## src/rtl/kbd_ctrl_pkg.sv

```systemverilog
package kbd_ctrl_pkg;

  typedef enum logic [1:0] {
    MODE_RESET  = 2'b00,
    MODE_NORMAL = 2'b01,
    MODE_HOLD   = 2'b10,
    MODE_MUTE   = 2'b11
  } kbdModeT;

  typedef struct packed {
    logic push;       // write one byte into the queue
    logic selfTest;   // the written byte is the self-test code
    logic pop;        // drop the head byte
    logic clear;      // empty the queue (a push in the same cycle lands first)
    logic readLoad;   // update readData
  } fifoStrobeT;

  localparam logic [7:0] SELF_TEST_CODE = 8'hAA;

endpackage

```

## src/rtl/kbd_fifo_path.sv

```systemverilog
module kbd_fifo_path
  import kbd_ctrl_pkg::*;
#(
  parameter int DEPTH = 16,
  parameter int WIDTH = 8
) (
  input  logic             clk,
  input  logic             rstN,
  input  fifoStrobeT       strobes,
  input  logic [WIDTH-1:0] keyByte,
  output logic [WIDTH-1:0] readData,
  output logic             fifoEmpty,
  output logic             fifoFull,
  output logic             fifoSingle
);
  localparam int AW = (DEPTH > 1) ? $clog2(DEPTH) : 1;
  localparam int CW = $clog2(DEPTH + 1);
  localparam logic [AW-1:0] LAST_PTR = AW'(DEPTH - 1);
  localparam logic [CW-1:0] FULL_CNT = CW'(DEPTH);

  logic [WIDTH-1:0] mem [DEPTH];
  logic [AW-1:0]    wrPtr, rdPtr, wrIdx;
  logic [CW-1:0]    count;
  logic [WIDTH-1:0] wrData;

  function automatic logic [AW-1:0] bump(input logic [AW-1:0] p);
    return (p == LAST_PTR) ? '0 : p + 1'b1;
  endfunction

  assign fifoEmpty  = (count == '0);
  assign fifoFull   = (count == FULL_CNT);
  assign fifoSingle = (count == CW'(1));
  assign wrIdx      = strobes.clear ? '0 : wrPtr;
  assign wrData     = strobes.selfTest ? WIDTH'(SELF_TEST_CODE) : keyByte;

  always_ff @(posedge clk) begin
    if (strobes.push) mem[wrIdx] <= wrData;
  end

  always_ff @(posedge clk) begin
    if (!rstN) begin
      wrPtr <= '0;
      rdPtr <= '0;
      count <= '0;
    end else if (strobes.clear) begin
      wrPtr <= strobes.push ? bump('0) : '0;
      rdPtr <= '0;
      count <= strobes.push ? CW'(1) : '0;
    end else begin
      if (strobes.push) wrPtr <= bump(wrPtr);
      if (strobes.pop)  rdPtr <= bump(rdPtr);
      count <= count + CW'(strobes.push) - CW'(strobes.pop);
    end
  end

  always_ff @(posedge clk) begin
    if (!rstN)                 readData <= '0;
    else if (strobes.readLoad) readData <= fifoEmpty ? '0 : mem[rdPtr];
  end

endmodule

```

## src/rtl/kbd_mode_ctrl.sv

```systemverilog
module kbd_mode_ctrl
  import kbd_ctrl_pkg::*;
#(
  parameter int RESET_DELAY = 15
) (
  input  logic       clk,
  input  logic       rstN,
  input  logic       keyValid,
  input  logic [1:0] modeBits,
  input  logic       hostRead,
  input  logic       fifoEmpty,
  input  logic       fifoFull,
  input  logic       fifoSingle,
  output fifoStrobeT strobes,
  output logic       irq
);
  localparam int DW = $clog2(RESET_DELAY + 1);
  localparam logic [DW-1:0] DELAY_LOAD = DW'(RESET_DELAY);

  kbdModeT       modeQ, modeNow;
  logic [DW-1:0] delayCnt;
  logic          busy, expire, enterQuiet, leaveReset, acceptKey, injectNow;
  logic          irqNext;

  assign modeNow    = kbdModeT'(modeBits);
  assign busy       = (delayCnt != '0);
  assign expire     = (delayCnt == DW'(1)) && (modeNow != MODE_RESET);
  assign enterQuiet = (modeNow != MODE_NORMAL) && (modeNow != modeQ);
  assign leaveReset = (modeQ == MODE_RESET) && (modeNow != MODE_RESET);
  assign acceptKey  = keyValid && (modeNow == MODE_NORMAL) && !busy && !fifoFull;
  assign injectNow  = expire && (modeNow == MODE_NORMAL);

  always_comb begin
    strobes.clear    = (modeNow == MODE_RESET) || expire;
    strobes.push     = acceptKey || injectNow;
    strobes.selfTest = injectNow;
    strobes.pop      = hostRead && !fifoEmpty && !strobes.clear;
    strobes.readLoad = hostRead;
  end

  always_comb begin
    if (strobes.push)                      irqNext = 1'b1;
    else if (enterQuiet || strobes.clear)  irqNext = 1'b0;
    else if (hostRead)                     irqNext = strobes.pop && !fifoSingle;
    else                                   irqNext = irq;
  end

  always_ff @(posedge clk) begin
    if (!rstN) begin
      modeQ    <= MODE_NORMAL;
      delayCnt <= '0;
      irq      <= 1'b0;
    end else begin
      modeQ <= modeNow;
      irq   <= irqNext;
      if (modeNow == MODE_RESET) delayCnt <= '0;
      else if (leaveReset)       delayCnt <= DELAY_LOAD;
      else if (busy)             delayCnt <= delayCnt - 1'b1;
    end
  end

endmodule

```

## src/rtl/kbd_scan_ctrl.sv

```systemverilog
module kbd_scan_ctrl
  import kbd_ctrl_pkg::*;
#(
  parameter int DEPTH       = 16,
  parameter int RESET_DELAY = 15
) (
  input  logic       clk,
  input  logic       rstN,
  input  logic       keyValid,
  input  logic [6:0] keyCode,
  input  logic       keyReleased,
  input  logic [1:0] modeBits,
  input  logic       hostRead,
  output logic [7:0] readData,
  output logic       irq
);
  fifoStrobeT strobes;
  logic       fifoEmpty, fifoFull, fifoSingle;
  logic [7:0] keyByte;

  assign keyByte = {keyReleased, keyCode};

  kbd_mode_ctrl #(.RESET_DELAY(RESET_DELAY)) ctrl_i (
    .clk(clk), .rstN(rstN), .keyValid(keyValid), .modeBits(modeBits),
    .hostRead(hostRead), .fifoEmpty(fifoEmpty), .fifoFull(fifoFull),
    .fifoSingle(fifoSingle), .strobes(strobes), .irq(irq)
  );

  kbd_fifo_path #(.DEPTH(DEPTH), .WIDTH(8)) path_i (
    .clk(clk), .rstN(rstN), .strobes(strobes), .keyByte(keyByte),
    .readData(readData), .fifoEmpty(fifoEmpty), .fifoFull(fifoFull),
    .fifoSingle(fifoSingle)
  );

endmodule

```

## config.mk

```make
export PLATFORM = sky130hd
export DESIGN_NAME = kbd_scan_ctrl
export DESIGN_NICKNAME = d
export VERILOG_FILES = /design/src/rtl/kbd_ctrl_pkg.sv /design/src/rtl/kbd_fifo_path.sv /design/src/rtl/kbd_mode_ctrl.sv /design/src/rtl/kbd_scan_ctrl.sv
export SDC_FILE = /design/constraint.sdc
export NUM_CORES = 1
export LEC_CHECK = 0
export ABC_AREA = 1
export BUFFER_PORTS_ARGS = -buffer_cell sky130_fd_sc_hd__buf_4
export CORE_MARGIN = 2
export CORE_UTILIZATION = 30
export CTS_CLUSTER_SIZE = 10
export DETAILED_ROUTE_END_ITERATION = 16
export GPL_TIMING_DRIVEN = 0
export PLACE_DENSITY_LB_ADDON = 0.15
export SYNTH_ARGS = -nofsm -noshare
export SYNTH_HDL_FRONTEND = slang
export SYNTH_SLANG_ARGS = --single-unit
```

## constraint.sdc

```tcl
create_clock -name clk -period 4.6 [get_ports clk]
set_input_delay 0 -clock clk [delete_from_list [all_inputs] [get_ports clk]]
set_output_delay 0 -clock clk [all_outputs]
set_load 0.02 [all_outputs]
```

* After elaboration in Yosys (flattened, before gate mapping)
Memories as Yosys holds them, arrays and structs flattened. A register that Yosys moved wholly into a read port is not among the register bits.
Index checks and enable logic that the tools add are counted.
** Storage, ports and cells
- Register bits :: 28
- RAM bits :: 128
- Bits of input ports :: 14
- Output and inout port bits :: 9
- Word-level logic and storage cells :: 69
- Memories :: 1
** Memory list
- path_i.mem :: words 16, bits a word 8, read ports 1, clocked after memory_dff 1, wr ports 1, line kbd_fifo_path.sv:21 : logic [WIDTH-1:0] mem [DEPTH];
** Operators by class
- Add/subtract/negate cells :: 5
- Eq/ne operators :: 8
- Multiplexer cells :: 19
- Bitwise operators :: 1
- Reduce and logical (&&, ||, !) cells :: 28
** Operators by type and width (count)
- 2-to-1 mux 4 bit :: 9
- 2-to-1 mux 8 bit :: 2
- logical AND 1 bit :: 10
- adder 4 x 1 -> 4 bit (second input constant) :: 2
- equality test 4 bit (second input constant) :: 2
- 2-to-1 mux 1 bit :: 7
- nonzero test 2 bit :: 3
- adder 5 x 1 -> 5 bit :: 1
- equality test 5 x 1 -> 1 bit (second input constant) :: 1
- equality test 5 bit (second input constant) :: 1
- logical NOT 1 bit :: 5
- logical NOT 5 bit :: 1
- 2-to-1 mux 5 bit :: 1
- subtractor 5 x 1 -> 5 bit :: 1
- equality test 4 x 1 -> 1 bit (second input constant) :: 1
- logical NOT 2 bit :: 2
- nonzero test 4 bit :: 1
- OR reduction 2 bit :: 2
- subtractor 4 x 1 -> 4 bit (second input constant) :: 1
- logical OR 1 bit :: 3
- nonzero test 3 bit :: 1
- equality test 2 x 1 -> 1 bit (second input constant) :: 1
- inequality test 2 x 1 -> 1 bit (second input constant) :: 1
- inequality test 2 bit :: 1
- NOT 1 bit :: 1

* Longest topological paths before layout
Gate-level depths: netlist (run 1).
- Depth in word-level cells :: 9
- Depth in mapped cells :: 15
- Depth with buffers taken out :: 15

* By module
Synthesis (run 1) repeated with hierarchy kept, for this count alone.
** Unflattened totals
- Cell total of the unflattened synthesis :: 753
- Area total of the unflattened synthesis :: 7235.7 µm²
** By module, submodules not included
- kbd_fifo_path :: instances 1, cells an instance 688, area an instance 6741.5 µm², sequential area each 4344.2 µm²
- kbd_mode_ctrl :: instances 1, cells an instance 65, area an instance 494.2 µm², sequential area each 140.1 µm²

* Worst setup path after synthesis (run 1)
Ideal clock, no wire load.
- Kind :: register to register
- From :: register ctrl_i.delayCnt[1]
- To :: register path_i.count[4]
- Setup time :: 0.070 ns
- Arrival :: 2.167 ns
- Required time :: 4.530 ns
- Path slack :: 2.363 ns
- Stages on the path, launching flop included :: 16
- Buffers on the path :: 0
- Period minus slack after synthesis :: 2.237 ns
- Cell sequence :: dfxtp_1 > inv_1 > ha_1 > inv_1 > o21ai_4 > nor2_2 > inv_1 > nand2_1 > nand2_1 > ha_1 > fa_1 > nand2_1 > nand2_1 > a21oi_1 > o21ai_0 > a21oi_1
** On the way
- Word-level cells in the longest chain between the ends :: 8
- Elaborated cells between the ends (all ways) :: 14
- Those cells by class :: add/sub (2); eq/ne (1); mux (1); reduce/logical (10)
** Ends and longest elaborated chain
- start, declared :: line kbd_mode_ctrl.sv:21 : logic [DW-1:0] delayCnt;
- start signal, assigned :: line kbd_mode_ctrl.sv:58 : else if (busy) delayCnt <= delayCnt - 1'b1;
- nonzero test 4 bit :: line kbd_mode_ctrl.sv:26 : assign busy = (delayCnt != '0);
- logical NOT 1 bit :: line kbd_mode_ctrl.sv:30 : assign acceptKey = keyValid && (modeNow == MODE_NORMAL) && !busy && !fifoFull;
- logical AND 1 bit (2 in a row) :: line kbd_mode_ctrl.sv:30
- logical OR 1 bit :: line kbd_mode_ctrl.sv:35 : strobes.push = acceptKey || injectNow;
- adder 5 x 1 -> 5 bit :: line kbd_fifo_path.sv:52 : count <= count + CW'(strobes.push) - CW'(strobes.pop);
- subtractor 5 x 1 -> 5 bit :: line kbd_fifo_path.sv:52
- 2-to-1 mux 5 bit (*) :: line kbd_fifo_path.sv:45 : end else if (strobes.clear) begin
- end signal, assigned :: line kbd_fifo_path.sv:48 : count <= strobes.push ? CW'(1) : '0;
- end signal, assigned :: line kbd_fifo_path.sv:52
- end, declared :: line kbd_fifo_path.sv:23 : logic [CW-1:0] count;
Mark *: on every way between the ends. The rest lies on a longest branch, timed or not.
A chain may end at the register's enable or synchronous reset.

* Final worst setup path (run 1)
- From :: register ctrl_i.delayCnt[0]
- To :: memory path_i.mem[4][7] (enable)
** On the way
- Word-level cells in the longest chain between the ends :: 7
- Elaborated cells between the ends (all ways) :: 12
- Those cells by class :: eq/ne (1); mux (3); reduce/logical (8)
** Ends and longest elaborated chain
- nonzero test 4 bit :: line kbd_mode_ctrl.sv:26
- logical NOT 1 bit :: line kbd_mode_ctrl.sv:30
- logical AND 1 bit (2 in a row) :: line kbd_mode_ctrl.sv:30
- logical OR 1 bit :: line kbd_mode_ctrl.sv:35
- 2-to-1 mux 1 bit :: line kbd_fifo_path.sv:37 : if (strobes.push) mem[wrIdx] <= wrData;
- 2-to-1 mux 1 bit (implied by the code) :: line kbd_fifo_path.sv:37
- end, declared :: line kbd_fifo_path.sv:21
Several ways; a longest one is shown, not always the timed one.

==> results.yml, run 1 <==
timing:
  drv_slew: 0
  finalSetupViolations: 0
  tightest_slew_ns: 0.917
  max_slew_margin_pct: 38.7
  hold_violations: 0
  rsz0062_at_grt: "no"
  fin_skew_ns: 0.00738
  setup_tns_ns: 0
  max_freq_mhz: 374
  post-route-period-util_pct: 58.2
  min_period_ns: 2.68
synth:
  ys_ff_latch: 160
  syn-instance-count: 753
  syn_area_um2: 7110
  synth-seq-area-share_pct: 63.1
  syn_nets: 778
  syn_area_per_cell_um2: 9.44
  yosysWarnings: 0
  ys_types: 32
floorplan:
  die_w_um: 158
  dieHeight_um: 158
  dieArea_um2: 24900
  coreArea_um2: 23400
  io_pins: 23
  rows: 56
  start_util_pct: 30.4
drt:
  dr.pass1.iters: 5
  drtIter0Drc: 349
  viasPerCell: 4.47
  drc: 0
  wl_per_cell_um: 16.5
  wl_mm: 18.7
  num_vias: 5071
  drtAntennaViolNets: 0
power_and_ir_drop:
  p_per_area_nw_per_um2: 496
  irDropWorstVdd_mv: 0.258
  leakage_nw: 3.50
  total_power_mw: 4.15
finish:
  num-nets-final: 828
  antennaDiodeCount: 0
  final_cells: 1135
  drive_gt1_share_pct: 10.7
  final_cell_mix: "214 x nand2_1, 128 x inv_1, 128 x edfxtp_1, 111 x nand3_1, 38 x nor2_1"
  syn2layout_area_growth_pct: 17.7
  final_common_cell: "nand2_1"
  fill_cells: 2427
critical_path:
  critPathKind: "flip-flop to flip-flop"
  worstPathRequired_ns: 4.65
  cp-end-kind: "flip-flop"
  crit_fanout: 10
  worstPathArrival_ns: 2.73
  crit_path_start_kind: "flip-flop"
clock_network:
  cts_tree: "built"
  ctsRootBufferMaster: "clkbuf_16"
  cts_buffer_depth: 2
  cts_setup_buffers: 0
  cts.sinks: 160
  hold_buffers: 5
  path_clk_slew_ns: 0.06
  cts_buffers: 17
  clk_latency_ns: 0.42
  htree_levels: 4
  cts_resized: 0
global_route:
  gr-total-overflow: 0
  antenna_found_initial: 0
  grt_usage_pct: 16.0
  grt_pass1_vias: 4948
  grt_first_pass_wirelength_mm: 28.8
  grt_start_max_net_pins: 17
place:
  dp.cells: 1098
  io_buffers: 22
  place.gp.congestion: 0.816
  hpwl_mm: 12.9
outcome:
  status: "finished, final reports clean"
worst_hold_path:
  hp-class: "primary input to flip-flop"
job:
  maxCapViolations: 0
-- flip-flops by register name (all words and copies together) (netlist names), named ones only --
signal           count
path_i.readData      8
path_i.rdPtr         4
ctrl_i.irq           1
ctrl_i.delayCnt      4
path_i.count         5
path_i.wrPtr         4
path_i.mem         128
ctrl_i.modeQ         2
-- through the flow --
| step | hold slack (ns) | util [%] | setup slack [ns] | cell area, um2 |
|---|---|---|---|---|
| 6_report | 0.0171 | 35.8 | 1.92 | 8370 |
| 2_1_floorplan | 0.0688 | - | 2.36 | 7110 |
| 4_1_cts | 0.00664 | 35.8 | 1.91 | 8370 |
| 3_5_place_dp | 0.197 | 33.0 | 1.92 | 7730 |
| 5_1_grt | 0.00732 | 35.8 | 1.61 | 8370 |
| 3_3_place_gp | 0.195 | 32.8 | 1.83 | 7670 |
-- report_power, final --
group          switching [mW]  internal [mW]
clock                   0.583          0.855
sequential             0.0503           1.65
combinational           0.699          0.310
total                    1.33           2.82
-- cell families (layout without fill, tap and decap cells) --
family / Yosys count / count (layout) / synth area share, %
AND/OR/NAND/NOR: 379 / 379 / 22.6
flip-flops: 160 / 160 / 63.1
buffers and inverters: 160 / 223 / 8.83
AO/OA/AOI/OAI: 40 / 40 / 3.06
adder cells (fa/ha/maj): 11 / 11 / 2.04
XOR/XNOR: 3 / 3 / 0.370
-- path summary, 6_finish.rpt --
| kind | from | to | slack, ns | depth (start not counted) |
|---|---|---|---|---|
| max | ctrl_i.delayCnt[0]$_SDFFE_PP0P_ | path_i.mem[4][7]$_DFFE_PP_ | 1.92 | 9 |
| min | keyCode[2] | path_i.mem[8][2]$_DFFE_PP_ | 0.02 | 3 |
| max reg2reg | ctrl_i.delayCnt[0]$_SDFFE_PP0P_ | path_i.mem[4][7]$_DFFE_PP_ | 1.92 | 9 |
| min reg2reg | path_i.readData[6]$_SDFFE_PN0P_ | path_i.readData[6]$_SDFFE_PN0P_ | 0.47 | 2 |
-- critical path, stage by stage (launching register included) --
cell and delay [ns]:
dfxtp_1 0.33, inv_1 0.13, ha_1 0.16, nand2_1 0.14, nor2_1 0.18, o21ai_0 0.14, nand2_1 0.10, buf_4 0.17
nand3b_1 0.26, nor2_1 0.67
-- final cells by class --
| type | instances | area, um2 | share of cell area (%) |
|---|---|---|---|
| sequential | 160 | 4480 | 53.6 |
| multi-input combinational | 433 | 2000 | 23.9 |
| inverter | 134 | 503 | 6.01 |
| clock buffer | 19 | 433 | 5.17 |
| tap | 319 | 399 | 4.77 |
| timing repair buffer | 31 | 264 | 3.15 |
| clock inverter | 13 | 160 | 1.91 |
| buffer | 26 | 125 | 1.49 |
-- metal layers --
metal	wire (um)	global-route usage, %	vias up
li1	-	-	2534
met1	8830	21.1	2399
met2	8850	26.6	117
met3	717	3.45	21
met4	334	4.80	0
met5	0	0	-
-- synth_stat cells --
library cell	instances	area, um2
nand2_1	214	803
edfxtp_1	128	3840
inv_1	128	480
nand3_1	111	556
nor2_1	40	150
dfxtp_1	32	641
a21oi_1	26	130
buf_2	13	65.1
ha_1	10	125
clkbuf_1	9	33.8
o21ai_0	9	45.0
inv_2	4	15.0
or2_2	4	25.0
buf_4	3	22.5
clkinv_1	2	7.51
nand4_1	2	12.5
nor3_1	2	10.0
xor2_1	2	17.5
a31oi_1	1	6.26
buf_1	1	3.75
fa_1	1	20.0
nand2_2	1	6.26
nand3b_1	1	7.51
nand4_2	1	12.5
nor2_2	1	6.26
nor2_4	1	11.3
nor3b_1	1	7.51
o211ai_1	1	7.51
o21ai_1	1	5.00
o21ai_4	1	16.3
o31ai_1	1	7.51
xnor2_1	1	8.76
Power figures use the tool's default switching activity.
==> run 2, diff against run 1 <==
Clock period 4.6 ns to 2.4 ns, I/O delays scaled along.
==> run 2 against run 1 <==
Against the previous run: die area unchanged; core utilization up 0.92 points; fmax is 15% higher; sequential share of layout area fell by 1.3 points; design area rose by 2.6%; register-to-register slack worse by 1.9 ns; critical path type unchanged.
==> results.yml, run 2 (same netlist as run 1, synthesis figures left out) <==
outcome:
  status: "finished, final reports clean"
critical_path:
  worstPathRequired_ns: 2.46
  worstPathArrival_ns: 2.40
  crit_path_start_kind: "flip-flop"
  crit_fanout: 10
  ff2ff_path_depth: 9
  critPathKind: "flip-flop to flip-flop"
  cp-end-kind: "flip-flop"
floorplan:
  dieHeight_um: 158
  coreArea_um2: 23400
  start_util_pct: 30.4
  dieArea_um2: 24900
  rows: 56
  io_pins: 23
  die_w_um: 158
clock_network:
  cts_buffers: 17
  cts.sinks: 160
  cts_buffer_depth: 2
  clk_latency_ns: 0.43
  path_clk_slew_ns: 0.06
  ctsRootBufferMaster: "clkbuf_16"
  cts_tree: "built"
  htree_levels: 4
place:
  place.gp.congestion: 0.816
  io_buffers: 22
  hpwl_mm: 12.9
drt:
  drtIter0Drc: 387
  drtAntennaViolNets: 0
  viasPerCell: 4.47
  dr.pass1.iters: 6
  num_vias: 5108
  wl_mm: 18.9
  drc: 0
  wl_per_cell_um: 16.6
timing:
  holdWs_ns: 0.0166
  finalSetupViolations: 0
  hold_violations: 0
  max_freq_mhz: 428
  tightest_slew_ns: 0.898
  fin_skew_ns: 0.00854
  setup_tns_ns: 0
  max_slew_margin_pct: 39.9
  post-route-period-util_pct: 97.3
  min_period_ns: 2.33
  rsz0062_at_grt: "yes"
  drv_slew: 0
global_route:
  antenna_found_initial: 0
  grt_pass1_vias: 4981
  grt_usage_pct: 16.1
  grt_first_pass_wirelength_mm: 28.9
  grt_start_max_net_pins: 17
  gr-total-overflow: 0
finish:
  final_util_pct: 36.7
  seqCellArea_um2: 4490
  final_cell_mix: "211 x nand2_1, 128 x edfxtp_1, 125 x inv_1, 109 x nand3_1, 33 x buf_4"
  drive_gt1_share_pct: 15.4
  largest_reg_flops: 128
  num-nets-final: 837
  syn2layout_area_growth_pct: 20.8
  antennaDiodeCount: 0
  final_common_cell: "nand2_1"
  multi_input_area_um2: 2130
  fill_cells: 2419
  reg.largest.list: "path_i.mem: 128 flops, path_i.readData: 8 flops, path_i.count: 5 flops"
  regMostFlops: "path_i.mem"
worst_hold_path:
  hp-class: "primary input to flip-flop"
  min_path_cells: 3
job:
  maxCapViolations: 0
power_and_ir_drop:
  p_per_area_nw_per_um2: 944
  pwr-share-clk_pct: 34.0
  p_sw_share_pct: 32.3
  p_int_mw: 5.49
  leakage_nw: 3.55
  sequentialPowerShare_pct: 40.3
  p_comb_share_pct: 25.6
  p_sw_mw: 2.62
  irDropWorstVdd_mv: 0.492
## run 2: cell types whose count changed in the layout (fill, tap and decap cells not counted), moves of 3 or more
cell,change
nand2_1,-3
inv_1,-3
nor2_2,+4
inv_2,+3
nand2_2,+3
nor2_4,+12
dfxtp_1,-3
buf_4,+7
nor2_1,-16
dfxtp_2,+3
## run 2: timing repair
action	CTS	global route
buffers inserted	3	6
resized for setup	23	22
setup endpoints to repair	130	129
endpoints found under the hold margin	7	0
hold buffers	5	0
pin swaps	3	6
cloned	0	0
## run 2: layout make-up
type                            count  area share [%]
Clock inverter                     13            1.87
Sequential cell                   160            52.3
Inverter                          134            5.86
Buffer                             26            1.50
Tap cell                          319            4.65
Multi-Input combinational cell    433            24.8
Timing Repair Buffer               40            4.01
Clock buffer                       19            5.04
## run 2: final timing paths
check                                   from                               to  slack [ns]
max          ctrl_i.delayCnt[0]$_SDFFE_PP0P_      path_i.mem[13][1]$_DFFE_PP_        0.07
min                               keyCode[2]       path_i.mem[8][2]$_DFFE_PP_        0.02
max reg2reg  ctrl_i.delayCnt[0]$_SDFFE_PP0P_      path_i.mem[13][1]$_DFFE_PP_        0.07
min reg2reg  path_i.readData[6]$_SDFFE_PN0P_  path_i.readData[6]$_SDFFE_PN0P_        0.48
## run 2: metal layers
metal  wire (um)  vias up  global-route usage [%]
li1            -     2554                       -
met2        9060      126                    26.8
met3         950       23                    3.42
met4         328        0                    4.59
met1        8600     2405                    21.2
met5           0        -                       0
## run 2: metrics by stage
stage	instance area, um2	total power, mW	setup slack [ns]	std cells
2_1_floorplan	7110	4.54	0.163	753
3_3_place_gp	7670	5.24	-0.368	1094
3_5_place_dp	7730	5.25	-0.276	1098
4_1_cts	8460	8.09	-0.0560	1138
5_1_grt	8590	8.51	-0.0934	1144
6_report	8590	8.11	0.0654	1144
## run 2: worst max-delay path, stage by stage (launching register included)
cell     delay [ns]
dfxtp_2        0.33
inv_2          0.08
ha_1           0.16
nand2_2        0.07
nor2_1         0.15
o21ai_1        0.11
nand2_1        0.11
buf_6          0.15
nand4_2        0.29
nor2_2         0.51
## run 2: power groups by stage
stage                     sequential (mW)  clock, mW  combinational (mW)
after CTS                            3.26       2.81                2.02
after global routing                 3.28       2.93                2.31
after floorplan                      3.34          0                1.20
final                                3.27       2.76                2.08
after global placement               3.33          0                1.91
after detailed placement             3.32          0                1.93
==> run 3, diff against run 2 <==
Clock period 2.4 ns to 2.3 ns, I/O delays scaled along.
==> run 3 against run 2 <==
Against the previous run: via count rose by 1.3%; worst hold slack better by 0.0053 ns; core utilization up 1.3 points; clock skew about the same; non-clock buffer count grew 16; power up 5.5%; worst setup slack improved by 0.030 ns; clock power rose by 4%; die area stayed put; first-iteration DRC count fell by 0.26%; critical path depth increased by 1; largest cell class unchanged.
==> results.yml, run 3 (same netlist as run 1, synthesis figures left out) <==
outcome:
  status: "finished, final reports clean"
drt:
  num_vias: 5172
  viasPerCell: 4.46
  dr_wl_met2_mm: 9.23
  drc: 0
  routed.top_layer: "met4"
  wl_per_cell_um: 16.5
  drtAntennaViolNets: 0
  wl_met3_um: 716
  dr.pass1.iters: 7
  met1_length_mm: 8.86
  drtIter0Drc: 386
  wl_mm: 19.1
critical_path:
  worstPathArrival_ns: 2.34
  r2r_slack_ns: 0.1
  cp-end-kind: "flip-flop"
  critPathKind: "flip-flop to flip-flop"
  r2r-start: "ctrl_i.delayCnt[0]$_SDFFE_PP0P_"
  crit_chain: "inv_2 > ha_2 > nand2_2 > nor2_1 > o21ai_1 > nand2_1 > buf_6 > nand4_2 > nor2_4 > buf_12"
  critPathLaunch: "ctrl_i.delayCnt[0]$_SDFFE_PP0P_"
  crit_end: "path_i.mem[5][5]$_DFFE_PP_"
  crit_path_start_kind: "flip-flop"
  worstPathRequired_ns: 2.44
  cpMaxStageDelayCell: "dfxtp_2"
  cp_slowest_stage_delay_ns: 0.34
  timing.rr.end: "path_i.mem[5][5]$_DFFE_PP_"
  crit_fanout: 8
  ff2ff_path_depth: 10
worst_hold_path:
  min_path_cells: 3
  hp-class: "primary input to flip-flop"
clock_network:
  htree_levels: 4
  cts.sinks: 160
  cts_tree: "built"
  clk_latency_ns: 0.42
  cts_buffer_depth: 2
  path_clk_slew_ns: 0.06
  ctsRootBufferMaster: "clkbuf_16"
  cts_buffers: 17
finish:
  drive_gt1_share_pct: 18.0
  largest_reg_flops: 128
  syn2layout_area_growth_pct: 25.0
  seqCellArea_um2: 4490
  regMostFlops: "path_i.mem"
  final_cells: 1160
  num-nets-final: 853
  fill_cells: 2378
  multi_input_area_um2: 2180
  reg.largest.list: "path_i.mem: 128 flops, path_i.readData: 8 flops, path_i.count: 5 flops"
  final_cell_mix: "208 x nand2_1, 128 x edfxtp_1, 124 x inv_1, 109 x nand3_1, 40 x buf_4"
  antennaDiodeCount: 0
  final_common_cell: "nand2_1"
place:
  io_buffers: 22
  pre_cts_ws_ns: -0.376
  hpwl_mm: 12.9
  dp.cells: 1098
  place.gp.congestion: 0.816
timing:
  min_period_ns: 2.20
  worst_slack_ns: 0.0950
  post-route-period-util_pct: 95.9
  finalSetupViolations: 0
  drv_slew: 0
  max_freq_mhz: 454
  setup_tns_ns: 0
  fin_skew_ns: 0.00848
  tightest_slew_ns: 0.990
  rsz0062_at_grt: "yes"
  max_slew_margin_pct: 34.0
  hold_violations: 0
power_and_ir_drop:
  p_per_area_nw_per_um2: 963
  p_sw_mw: 2.77
  total_power_mw: 8.56
  irDropWorstVdd_mv: 0.510
  sequentialPowerShare_pct: 39.9
  p_sw_share_pct: 32.3
  p_comb_share_pct: 26.5
  pwr-share-clk_pct: 33.6
  p_int_mw: 5.79
  leakage_nw: 3.66
global_route:
  grt_usage_pct: 16.1
  grt_first_pass_wirelength_mm: 29.0
  grt_pass1_vias: 4993
  gr-total-overflow: 0
  antenna_found_initial: 0
  grt_start_max_net_pins: 17
floorplan:
  io_pins: 23
  dieArea_um2: 24900
  die_w_um: 158
  start_util_pct: 30.4
  coreArea_um2: 23400
  rows: 56
  dieHeight_um: 158
job:
  maxCapViolations: 0
-- run 3: cell count changes in the layout (fill, tap and decap cells not counted), moves of 2 or more --
| cell | change |
|---|---|
| buf_12 | +10 |
| buf_4 | +7 |
| nand2_1 | -3 |
| nand2_2 | +2 |
| nor2_2 | -4 |
| nor2_4 | +5 |
-- run 3: critical path: cells and delay by family (launching register included) --
kind,cells,cell delay (ns)
compound gates,1,0.11
fa+ha+maj,1,0.17
buf+inv,3,0.39
flops,1,0.34
simple gates,5,0.91
-- run 3: worst min-delay path by stage --
stage | startpoint | to | slack [ns]
6_report | keyCode[2] | path_i.mem[9][2]$_DFFE_PP_ | 0.02
2_1_floorplan | rstN | ctrl_i.modeQ[0]$_SDFF_PN1_ | 0.07
4_1_cts | keyCode[2] | path_i.mem[9][2]$_DFFE_PP_ | 0.007
3_5_place_dp | modeBits[1] | ctrl_i.modeQ[1]$_SDFF_PN0_ | 0.20
3_3_place_gp | modeBits[1] | ctrl_i.modeQ[1]$_SDFF_PN0_ | 0.19
5_1_grt | keyCode[2] | path_i.mem[8][2]$_DFFE_PP_ | 0.007
-- run 3: power groups by stage --
stage / sequential [mW] / clock (mW) / combinational [mW]
2_1_floorplan: 3.48 / 0 / 1.25
3_3_place_gp: 3.47 / 0 / 1.99
3_5_place_dp: 3.47 / 0 / 2.01
4_1_cts: 3.41 / 2.93 / 2.15
5_1_grt: 3.43 / 3.05 / 2.50
6_report: 3.41 / 2.87 / 2.27
-- run 3: layout make-up --
| type | count | share of cell area (%) |
|---|---|---|
| inverter | 134 | 5.66 |
| tap | 319 | 4.49 |
| timing repair buffer | 56 | 6.61 |
| clock buffer | 19 | 4.87 |
| sequential | 160 | 50.5 |
| multi-input combinational | 433 | 24.6 |
| buffer | 26 | 1.45 |
| clock inverter | 13 | 1.80 |
-- run 3: routing by layer --
layer / track usage (%) / vias to the layer above
met2: 26.9 / 97
met5: 0 / -
met3: 3.39 / 23
met1: 21.1 / 2469
met4: 4.76 / 0
li1: - / 2583
-- run 3: what timing repair did --
| action | 4_1_cts | 5_1_grt |
|---|---|---|
| hold buffers | 4 | 0 |
| gates cloned | 0 | 0 |
| resized for setup | 34 | 26 |
| endpoints found under the hold margin | 7 | 0 |
| pin swaps | 7 | 21 |
| setup endpoints to repair | 131 | 113 |
| buffers inserted | 7 | 19 |
-- run 3: through the flow --
stage          util [%]  cell area [um2]  hold WS [ns]
2_1_floorplan         -             7110        0.0688
3_3_place_gp       32.8             7670         0.195
3_5_place_dp       33.0             7730         0.197
4_1_cts            36.4             8510       0.00664
5_1_grt            38.0             8880       0.00732
6_report           38.0             8880        0.0219
